--- src/rtl/pcas_pkg.sv ---
package pcas_pkg;

  typedef int unsigned uint_t;

  typedef enum logic {
    CMD_RD = 1'b0,
    CMD_WR = 1'b1
  } cmd_kind_e;

  localparam uint_t CL_FLOOR = 2;

  function automatic uint_t cas_clamp(input uint_t cl);
    return (cl < CL_FLOOR) ? CL_FLOOR : cl;
  endfunction

  function automatic uint_t read_lat(input uint_t al, input uint_t cl);
    return al + cas_clamp(cl);
  endfunction

  function automatic uint_t write_lat(input uint_t al, input uint_t cl);
    return read_lat(al, cl) - 1;
  endfunction

  function automatic uint_t burst_clks(input logic bl8);
    return bl8 ? 4 : 2;
  endfunction

endpackage

--- src/rtl/pcas_slot.sv ---
module pcas_slot #(
  parameter int AGE_W  = 5,
  parameter int BEAT_W = 3
) (
  input  logic              clk,
  input  logic              rst_n,
  input  logic              load_i,
  input  logic              kind_i,
  input  logic [AGE_W-1:0]  lat_i,
  input  logic [AGE_W-1:0]  nclk_i,
  output logic              busy_o,
  output logic              kind_o,
  output logic [AGE_W-1:0]  age_o,
  output logic              in_win_o,
  output logic [BEAT_W-1:0] beat_o
);

  logic              busy_q;
  logic              kind_q;
  logic [AGE_W-1:0]  age_q;
  logic [AGE_W-1:0]  lat_q;
  logic [AGE_W-1:0]  n_q;
  logic [AGE_W-1:0]  end_age;
  logic [AGE_W-1:0]  offset;
  logic              last_clk;

  assign end_age  = lat_q + n_q - AGE_W'(1);
  assign last_clk = busy_q && (age_q == end_age);
  assign offset   = age_q - lat_q;

  always_ff @(posedge clk or negedge rst_n) begin
    if (!rst_n) begin
      busy_q <= 1'b0;
      kind_q <= 1'b0;
      age_q  <= '0;
      lat_q  <= '0;
      n_q    <= '0;
    end else if (load_i) begin
      busy_q <= 1'b1;
      kind_q <= kind_i;
      age_q  <= AGE_W'(1);
      lat_q  <= lat_i;
      n_q    <= nclk_i;
    end else if (last_clk) begin
      busy_q <= 1'b0;
      age_q  <= '0;
    end else if (busy_q) begin
      age_q  <= age_q + AGE_W'(1);
    end
  end

  assign busy_o   = busy_q;
  assign kind_o   = kind_q;
  assign age_o    = age_q;
  assign in_win_o = busy_q && (age_q >= lat_q) && (age_q <= end_age);
  assign beat_o   = in_win_o ? BEAT_W'({offset, 1'b0}) : '0;

endmodule

--- src/rtl/pcas_alloc.sv ---
module pcas_alloc #(
  parameter int N_SLOTS = 4
) (
  input  logic [N_SLOTS-1:0] busy_i,
  input  logic               req_i,
  output logic [N_SLOTS-1:0] grant_o,
  output logic               full_o
);

  logic [N_SLOTS:0] taken;

  assign taken[0] = 1'b0;

  for (genvar i = 0; i < N_SLOTS; i++) begin : g_pick
    assign grant_o[i]  = req_i && !busy_i[i] && !taken[i];
    assign taken[i+1]  = taken[i] || !busy_i[i];
  end

  assign full_o = &busy_i;

endmodule

--- src/rtl/pcas_merge.sv ---
module pcas_merge #(
  parameter int                   N_SLOTS = 4,
  parameter int                   AGE_W   = 5,
  parameter int                   BEAT_W  = 3,
  parameter pcas_pkg::cmd_kind_e  KIND    = pcas_pkg::CMD_RD
) (
  input  logic [N_SLOTS-1:0]             in_win_i,
  input  logic [N_SLOTS-1:0]             kind_i,
  input  logic [N_SLOTS-1:0][AGE_W-1:0]  age_i,
  input  logic [N_SLOTS-1:0][BEAT_W-1:0] beat_i,
  output logic                           win_o,
  output logic [BEAT_W-1:0]              beat_o
);

  logic [AGE_W-1:0] best_age;

  // Oldest command (largest age) in its window owns the beat output.
  always_comb begin
    win_o    = 1'b0;
    best_age = '0;
    beat_o   = '0;
    for (int i = 0; i < N_SLOTS; i++) begin
      if (in_win_i[i] && (kind_i[i] == logic'(KIND)) &&
          (!win_o || (age_i[i] > best_age))) begin
        win_o    = 1'b1;
        best_age = age_i[i];
        beat_o   = beat_i[i];
      end
    end
  end

endmodule

--- src/rtl/pcas_hazard.sv ---
module pcas_hazard #(
  parameter int N_SLOTS = 4,
  parameter int AGE_W   = 5
) (
  input  logic [N_SLOTS-1:0]            busy_i,
  input  logic [N_SLOTS-1:0]            kind_i,
  input  logic [N_SLOTS-1:0][AGE_W-1:0] age_i,
  input  logic [AGE_W-1:0]              nclk_i,
  input  logic                          wr_go_i,
  output logic                          hit_o
);

  logic [N_SLOTS-1:0] clash;

  // A read aged a clocks ends at or after the new write's first data
  // clock exactly when a <= burst clocks (write latency is read latency - 1).
  for (genvar i = 0; i < N_SLOTS; i++) begin : g_cmp
    assign clash[i] = busy_i[i] && (kind_i[i] == logic'(pcas_pkg::CMD_RD)) &&
                      (age_i[i] <= nclk_i);
  end

  assign hit_o = wr_go_i && (|clash);

endmodule

--- src/rtl/pcas_sched.sv ---
module pcas_sched #(
  parameter int N_SLOTS = 4,
  parameter int AL_W    = 3,
  parameter int CL_W    = 3,
  parameter int BEAT_W  = 3
) (
  input  logic              clk,
  input  logic              rst_n,
  input  logic [AL_W-1:0]   cfg_al,
  input  logic [CL_W-1:0]   cfg_cl,
  input  logic              cfg_bl8,
  input  logic              cmd_valid,
  input  logic              cmd_write,
  output logic              rd_win,
  output logic [BEAT_W-1:0] rd_beat,
  output logic              wr_win,
  output logic [BEAT_W-1:0] wr_beat,
  output logic              proto_err,
  output logic              cmd_reject,
  output logic              busy
);

  import pcas_pkg::*;

  localparam int MAX_LAT = (2**AL_W - 1) + (2**CL_W - 1);
  localparam int MAX_AGE = MAX_LAT + 4;
  localparam int AGE_W   = $clog2(MAX_AGE + 1);

  // captured configuration
  logic [AL_W-1:0] al_q;
  logic [CL_W-1:0] cl_q;
  logic            bl8_q;

  // configuration in force this clock
  logic [AL_W-1:0]  live_al;
  logic [CL_W-1:0]  live_cl;
  logic             live_bl8;
  logic [AGE_W-1:0] live_rl;
  logic [AGE_W-1:0] live_wl;
  logic [AGE_W-1:0] live_n;
  logic [AGE_W-1:0] load_lat;

  // named internal events
  logic                           pipe_busy;
  logic                           slots_full;
  logic                           cmd_accept;
  logic                           cmd_drop;
  logic                           hazard_hit;
  logic [N_SLOTS-1:0]             slot_load;
  logic [N_SLOTS-1:0]             slot_busy;
  logic [N_SLOTS-1:0]             slot_kind;
  logic [N_SLOTS-1:0]             slot_win;
  logic [N_SLOTS-1:0][AGE_W-1:0]  slot_age;
  logic [N_SLOTS-1:0][BEAT_W-1:0] slot_beat;

  logic err_q;
  logic rej_q;

  assign pipe_busy = |slot_busy;

  assign live_al  = pipe_busy ? al_q  : cfg_al;
  assign live_cl  = pipe_busy ? cl_q  : cfg_cl;
  assign live_bl8 = pipe_busy ? bl8_q : cfg_bl8;

  assign live_rl  = AGE_W'(read_lat(uint_t'(live_al), uint_t'(live_cl)));
  assign live_wl  = AGE_W'(write_lat(uint_t'(live_al), uint_t'(live_cl)));
  assign live_n   = AGE_W'(burst_clks(live_bl8));
  assign load_lat = cmd_write ? live_wl : live_rl;

  always_ff @(posedge clk or negedge rst_n) begin
    if (!rst_n) begin
      al_q  <= '0;
      cl_q  <= '0;
      bl8_q <= 1'b0;
    end else if (!pipe_busy) begin
      al_q  <= cfg_al;
      cl_q  <= cfg_cl;
      bl8_q <= cfg_bl8;
    end
  end

  pcas_alloc #(.N_SLOTS(N_SLOTS)) u_alloc (
    .busy_i  (slot_busy),
    .req_i   (cmd_valid),
    .grant_o (slot_load),
    .full_o  (slots_full)
  );

  assign cmd_accept = cmd_valid && !slots_full;
  assign cmd_drop   = cmd_valid && slots_full;

  for (genvar i = 0; i < N_SLOTS; i++) begin : g_slot
    pcas_slot #(.AGE_W(AGE_W), .BEAT_W(BEAT_W)) u_slot (
      .clk      (clk),
      .rst_n    (rst_n),
      .load_i   (slot_load[i]),
      .kind_i   (cmd_write),
      .lat_i    (load_lat),
      .nclk_i   (live_n),
      .busy_o   (slot_busy[i]),
      .kind_o   (slot_kind[i]),
      .age_o    (slot_age[i]),
      .in_win_o (slot_win[i]),
      .beat_o   (slot_beat[i])
    );
  end

  pcas_hazard #(.N_SLOTS(N_SLOTS), .AGE_W(AGE_W)) u_hazard (
    .busy_i  (slot_busy),
    .kind_i  (slot_kind),
    .age_i   (slot_age),
    .nclk_i  (live_n),
    .wr_go_i (cmd_accept && cmd_write),
    .hit_o   (hazard_hit)
  );

  pcas_merge #(.N_SLOTS(N_SLOTS), .AGE_W(AGE_W), .BEAT_W(BEAT_W), .KIND(CMD_RD)) u_rd_merge (
    .in_win_i (slot_win),
    .kind_i   (slot_kind),
    .age_i    (slot_age),
    .beat_i   (slot_beat),
    .win_o    (rd_win),
    .beat_o   (rd_beat)
  );

  pcas_merge #(.N_SLOTS(N_SLOTS), .AGE_W(AGE_W), .BEAT_W(BEAT_W), .KIND(CMD_WR)) u_wr_merge (
    .in_win_i (slot_win),
    .kind_i   (slot_kind),
    .age_i    (slot_age),
    .beat_i   (slot_beat),
    .win_o    (wr_win),
    .beat_o   (wr_beat)
  );

  always_ff @(posedge clk or negedge rst_n) begin
    if (!rst_n) begin
      err_q <= 1'b0;
      rej_q <= 1'b0;
    end else begin
      err_q <= hazard_hit;
      rej_q <= cmd_drop;
    end
  end

  assign proto_err  = err_q;
  assign cmd_reject = rej_q;
  assign busy       = pipe_busy;

endmodule

--- config.mk ---
export PLATFORM = sky130hd
export DESIGN_NAME = pcas_sched
export DESIGN_NICKNAME = d
export VERILOG_FILES = /design/src/rtl/pcas_pkg.sv /design/src/rtl/pcas_slot.sv /design/src/rtl/pcas_alloc.sv /design/src/rtl/pcas_merge.sv /design/src/rtl/pcas_hazard.sv /design/src/rtl/pcas_sched.sv
export SDC_FILE = /design/constraint.sdc
export NUM_CORES = 1
export LEC_CHECK = 0
export ABC_AREA = 1
export BUFFER_PORTS_ARGS = -buffer_cell sky130_fd_sc_hd__buf_2
export CAP_MARGIN = 20
export CORE_MARGIN = 10
export CORE_UTILIZATION = 40
export CTS_CLUSTER_DIAMETER = 120
export DETAILED_ROUTE_END_ITERATION = 16
export GPL_ROUTABILITY_DRIVEN = 0
export PLACE_DENSITY = 0.54
export SYNTH_ARGS = -nofsm -noshare
export SYNTH_HDL_FRONTEND = slang
export SYNTH_SLANG_ARGS = --single-unit
--- constraint.sdc ---
create_clock -name clk -period 13.9 [get_ports clk]
set_input_delay 0.695 -clock clk [delete_from_list [all_inputs] [get_ports clk]]
set_output_delay 0.695 -clock clk [all_outputs]
set_load 0.05 [all_outputs]
==> results.yml, run 1 <==
critical_path:
  crit_arrival_ns: 6.72
  endpoint_kind: "output port"
  required_ns: 13.20
  rr_worst_depth: 11
  crit_type: "reg -> out"
  critPathMaxFanout: 12
  slowest_stage: "fa_1"
  max_stage_delay_ns: 0.38
  cp_common_cell: "nand2_1"
  cp-start-kind: "register"
route:
  first_pass_iters: 5
  viasPerCell: 5.15
  ant_nets: 0
  drt_iter0_drc: 230
  vias: 5083
  wirelength_um: 15100
  wl_per_cell_um: 15.3
  remaining_drc_errors: 0
sta:
  finalSetupViolCount: 0
  worst_clock_skew_ns: 0.00735
  fin_crit_sh: 0.534
  tns_ns: 0
  hold_viol_final: 0
  slew_headroom: 0.421
  rsz0062_at_grt: "false"
  fin_crit_ns: 7.42
  max_freq_mhz: 135
  maxSlewViolCount: 0
  tightestPinTransition_ns: 0.869
job:
  cap_violations: 0
floorplan:
  io_pins: 22
  die_w_um: 142
  start_util: 0.407
  fp-row-count: 44
  dieArea_um2: 20000
  coreArea_um2: 14500
  dieHeight_um: 142
cts:
  htree_levels: 3
  cts_resized: 0
  cts.sinks: 65
  holdBufCountCts: 0
  clk_latency_ns: 0.34
  cts_setup_buffers: 0
  cts_inserted_buffers: 9
  cts_tree: "done"
  cts.clk_slew.worst_paths_ns: 0.05
  root_buffer: "clkbuf_16"
  cts.path.max_buffers: 2
worst_hold_path:
  min_path_type: "reg -> reg"
  hold_path_depth: 1
synth:
  synth_cell_types: 37
  yosysSeqAreaShare: 0.275
  yosysTopAreaCellShare: 0.275
  yosys_register_bits: 65
  yosysWarningCount: 0
  avgSynthCellArea_um2: 7.60
  netlist_instances: 778
  synth_top_area_cell: "dfrtp_1"
  synth_area_um2: 5910
  yosys-top-cells-area: "dfrtp_1, ha_1, nand2_1, inv_1, nand3_1"
global_route:
  grt_max_degree: 66
  grt.overflow.total: 0
  antenna_found_initial: 0
  grtUsageTotal: 0.154
  grt_pass1_wl_um: 25000
  grt_pass1_vias: 5153
run_status:
  outcome: "finished clean"
layout:
  area_growth_pct: 9.74
  nets: 921
  drive_gt1_frac: 0.0573
  n_antenna_cell: 0
placed_design:
  dp_hpwl_um: 11800
  io_buffer_count: 19
[Yosys cell counts]
cell,count
o21ai_0,63
o311ai_0,1
mux2_2,2
buf_6,2
nor2_2,1
dfrtp_1,65
or2_2,2
a41oi_1,1
conb_1,1
a21o_1,2
and3_1,1
o21bai_1,6
nand2_1,162
nand2_2,4
o21ai_1,10
nand3_1,69
clkbuf_1,2
o32ai_1,1
ha_1,106
o21ai_2,2
nor3_1,6
o22ai_1,6
o2111ai_1,1
xor2_1,14
a21oi_1,33
o21a_1,2
mux2i_1,1
nand4_1,13
a21oi_4,1
buf_4,4
nand3b_1,1
nor2_1,36
fa_1,5
inv_1,129
a211oi_1,1
xnor2_1,18
buf_2,4
[routing by layer]
layer,track usage,vias to the layer above,routed length (um)
met4,0.0414,0,208
met5,0,-,0
met3,0.0297,16,481
li1,-,2610,-
met1,0.198,2385,7140
met2,0.256,72,7250
[cells in the final DEF, fill, tap and decap left out, types with 14 or more instances in the layout]
| cell type | n |
|---|---|
| xor2_1 | 14 |
| nor2_1 | 36 |
| ha_1 | 106 |
| dfrtp_1 | 65 |
| nand3_1 | 69 |
| o21ai_0 | 63 |
| inv_1 | 129 |
| xnor2_1 | 18 |
| buf_2 | 19 |
| a21oi_1 | 33 |
| nand2_1 | 162 |
[registers in the layout, indices dropped and copies added, names as in the netlist]
register	count
g_slot.u_slot.age_o	20
g_slot.u_slot.lat_q	20
g_slot.u_slot.n_q	8
g_slot.u_slot.busy_o	4
g_slot.u_slot.kind_o	4
al_q	3
cl_q	3
bl8_q	1
cmd_reject	1
proto_err	1
[area by class of cell]
type / instances / area (um^2)
Clock inverter: 3 / 65.1
Inverter: 129 / 484
Multi-Input combinational cell: 573 / 3720
Tap cell: 184 / 230
Timing Repair Buffer: 21 / 110
Clock buffer: 12 / 246
Fill cell: 1490 / 8050
Sequential cell: 65 / 1630
[logic make-up (layout without fill, tap and decap cells)]
family                   Yosys count  in the layout  share of synthesized area
AND/OR/NAND/NOR                  295            295                      0.213
buffers and inverters            141            165                     0.0955
AO/OA/AOI/OAI                    130            130                      0.122
adder cells (fa/ha/maj)          111            111                      0.241
flip-flops                        65             65                      0.275
XOR/XNOR                          32             32                     0.0474
multiplexers                       3              3                    0.00550
other                              1              2                   0.000634
[per-stage QoR]
step	utilization	cells	hold slack [ns]	area, um^2	worst slack, ns
after floorplan	-	779	0.399	5910	7.54
after global routing	0.446	987	0.517	6490	5.80
after CTS	0.446	987	0.509	6490	6.51
after detailed placement	0.425	972	0.494	6170	6.90
after global placement	0.425	972	0.488	6170	6.94
final	0.446	987	0.506	6490	6.48
[worst paths after layout]
kind                       slack [ns]                         to                       from
setup / recovery                 6.48                 wr_beat[1]  g_slot[0].u_slot.lat_q[1]
hold / removal                   0.51                    al_q[0]                    al_q[0]
setup reg to reg                 9.97  g_slot[0].u_slot.lat_q[1]    g_slot[3].u_slot.busy_o
hold reg to reg                  0.51                    al_q[0]                    al_q[0]
max in group asynchronous       12.78  g_slot[3].u_slot.lat_q[0]                      rst_n
min in group asynchronous        0.56  g_slot[1].u_slot.lat_q[2]                      rst_n
[critical path, delay by kind of cell (launching register included)]
kind,cells,cell delay (ns)
flip-flops,1,0.31
AO/OA/AOI/OAI,6,0.57
XOR/XNOR,1,0.15
AND/OR/NAND/NOR,24,2.69
buffers and inverters,5,0.57
adder cells (fa/ha/maj),7,2.09
Power of run 1 is not shown: default switching activity piles up to over one toggle a cycle in this logic, so the estimate is an artifact.
==> inputs of run 2 (changes only) <==
- PLACE_DENSITY: 0.54 -> 0.56
- clock period: 13.9 -> 6.4 ns (I/O delays scaled with it)
==> run 2 against run 1 <==
Worst hold slack worse by 0.34 ns; final cell count increased by 5.1%; wire length rose by 11%; largest cell class unchanged; the flow now finishes with violations (setup timing); non-clock buffer count grew 47; clock-buffer cell count is the same; critical endpoint unchanged; clock skew increased by 0.0028 ns; die area stayed put; via count rose by 7.4%.
==> results.yml, run 2 (same netlist as run 1, synthesis figures left out) <==
floorplan:
  dieHeight_um: 142
  io_pins: 22
  dieArea_um2: 20000
  coreArea_um2: 14500
  die_w_um: 142
  start_util: 0.407
  fp-row-count: 44
layout:
  area_growth_pct: 28.5
  drive_gt1_frac: 0.238
  layout_commonest_cell: "nand2_1"
  nets: 970
  n_antenna_cell: 0
  final_cell_mix: "nand2_1, inv_1, ha_1"
cts:
  cts.sinks: 65
  clk_latency_ns: 0.35
  htree_levels: 3
  cts.path.max_buffers: 2
  cts_tree: "done"
  cts_inserted_buffers: 9
  cts.clk_slew.worst_paths_ns: 0.06
  root_buffer: "clkbuf_16"
sta:
  hold_viol_final: 0
  fin_crit_ns: 6.64
  tightestPinTransition_ns: 0.871
  slew_headroom: 0.415
  finalSetupViolCount: 4
  setup_slack_ns: -0.244
  max_freq_mhz: 151
  rsz0062_at_grt: "true"
  worst_clock_skew_ns: 0.0101
  fin_crit_sh: 1.04
  maxSlewViolCount: 0
worst_hold_path:
  min_path_type: "in -> async"
route:
  ant_nets: 0
  vias: 5461
  wirelength_um: 16800
  wl_per_cell_um: 16.2
  drt_iter0_drc: 323
  first_pass_iters: 5
  remaining_drc_errors: 0
  viasPerCell: 5.27
job:
  cap_violations: 0
critical_path:
  max_stage_delay_ns: 0.54
  cp-start-kind: "register"
  critPathMaxFanout: 7
  required_ns: 6.08
  slowest_stage: "fa_2"
  crit_arrival_ns: 6.32
  crit_type: "reg -> out"
  endpoint_kind: "output port"
  r2r_slack_ns: 2.54
global_route:
  antenna_found_initial: 0
  grt_pass1_wl_um: 26800
  grt_max_degree: 66
  grt_pass1_vias: 5530
  grtUsageTotal: 0.165
  grt.overflow.total: 0
placed_design:
  io_buffer_count: 19
  pre_cts_ws_ns: -0.195
  dp_hpwl_um: 11900
run_status:
  outcome: "finished with violations"
  violations: "setup timing"
run 2: what timing repair did:
item	CTS	global route
gates cloned	2	0
endpoints found under the setup margin	4	4
setup buffers	32	14
pin swaps	63	46
gates resized for setup	87	85
hold buffers	0	0
run 2: layout make-up:
class	count	area (um^2)
well taps	184	230
flip-flops and latches	65	1630
clock inverters	4	51.3
multi-input cells	575	4400
fillers	1339	6940
inverters	129	494
repair buffers	68	537
clock buffers	12	256
run 2: path summary, 6_finish.rpt:
path                                                start  depth (start not counted)                   endpoint
worst min-delay path                                rst_n                          2  g_slot[1].u_slot.age_o[0]
worst min register to register                    al_q[2]                          1                    al_q[2]
worst max register to register    g_slot[3].u_slot.busy_o                         11  g_slot[0].u_slot.lat_q[1]
worst max-delay path            g_slot[0].u_slot.lat_q[1]                         44                 wr_beat[1]
min in group clk                                cfg_al[0]                          2                    al_q[0]
max in group asynchronous                           rst_n                          2    g_slot[2].u_slot.kind_o
run 2: stage by stage:
step            util  TNS, ns  hold WS [ns]  instance area [um^2]  instances
6_report       0.522   -0.833         0.169                  7590       1037
5_1_grt        0.522    -2.00         0.233                  7590       1037
4_1_cts        0.485   -0.262         0.211                  7040       1023
3_5_place_dp   0.425   -0.704         0.503                  6180        973
3_3_place_gp   0.425  -0.0387         0.493                  6180        973
2_1_floorplan      -        0        0.0244                  5910        779
run 2: critical path: cells and delay by family, from the launching register on:
kind            cells  cell delay [ns]
simple gates       24             2.08
compound gates      5             0.51
fa+ha+maj           7             2.16
flops               1             0.35
buf+inv             8             0.85
run 2: layer usage:
layer	GRT usage	vias to the layer above	routed length [um]
met5	0	-	0
met2	0.282	125	8300
met3	0.0314	34	666
li1	-	2712	-
met1	0.205	2590	7430
met4	0.0522	0	368
Power of run 2 is left out for the same reason.
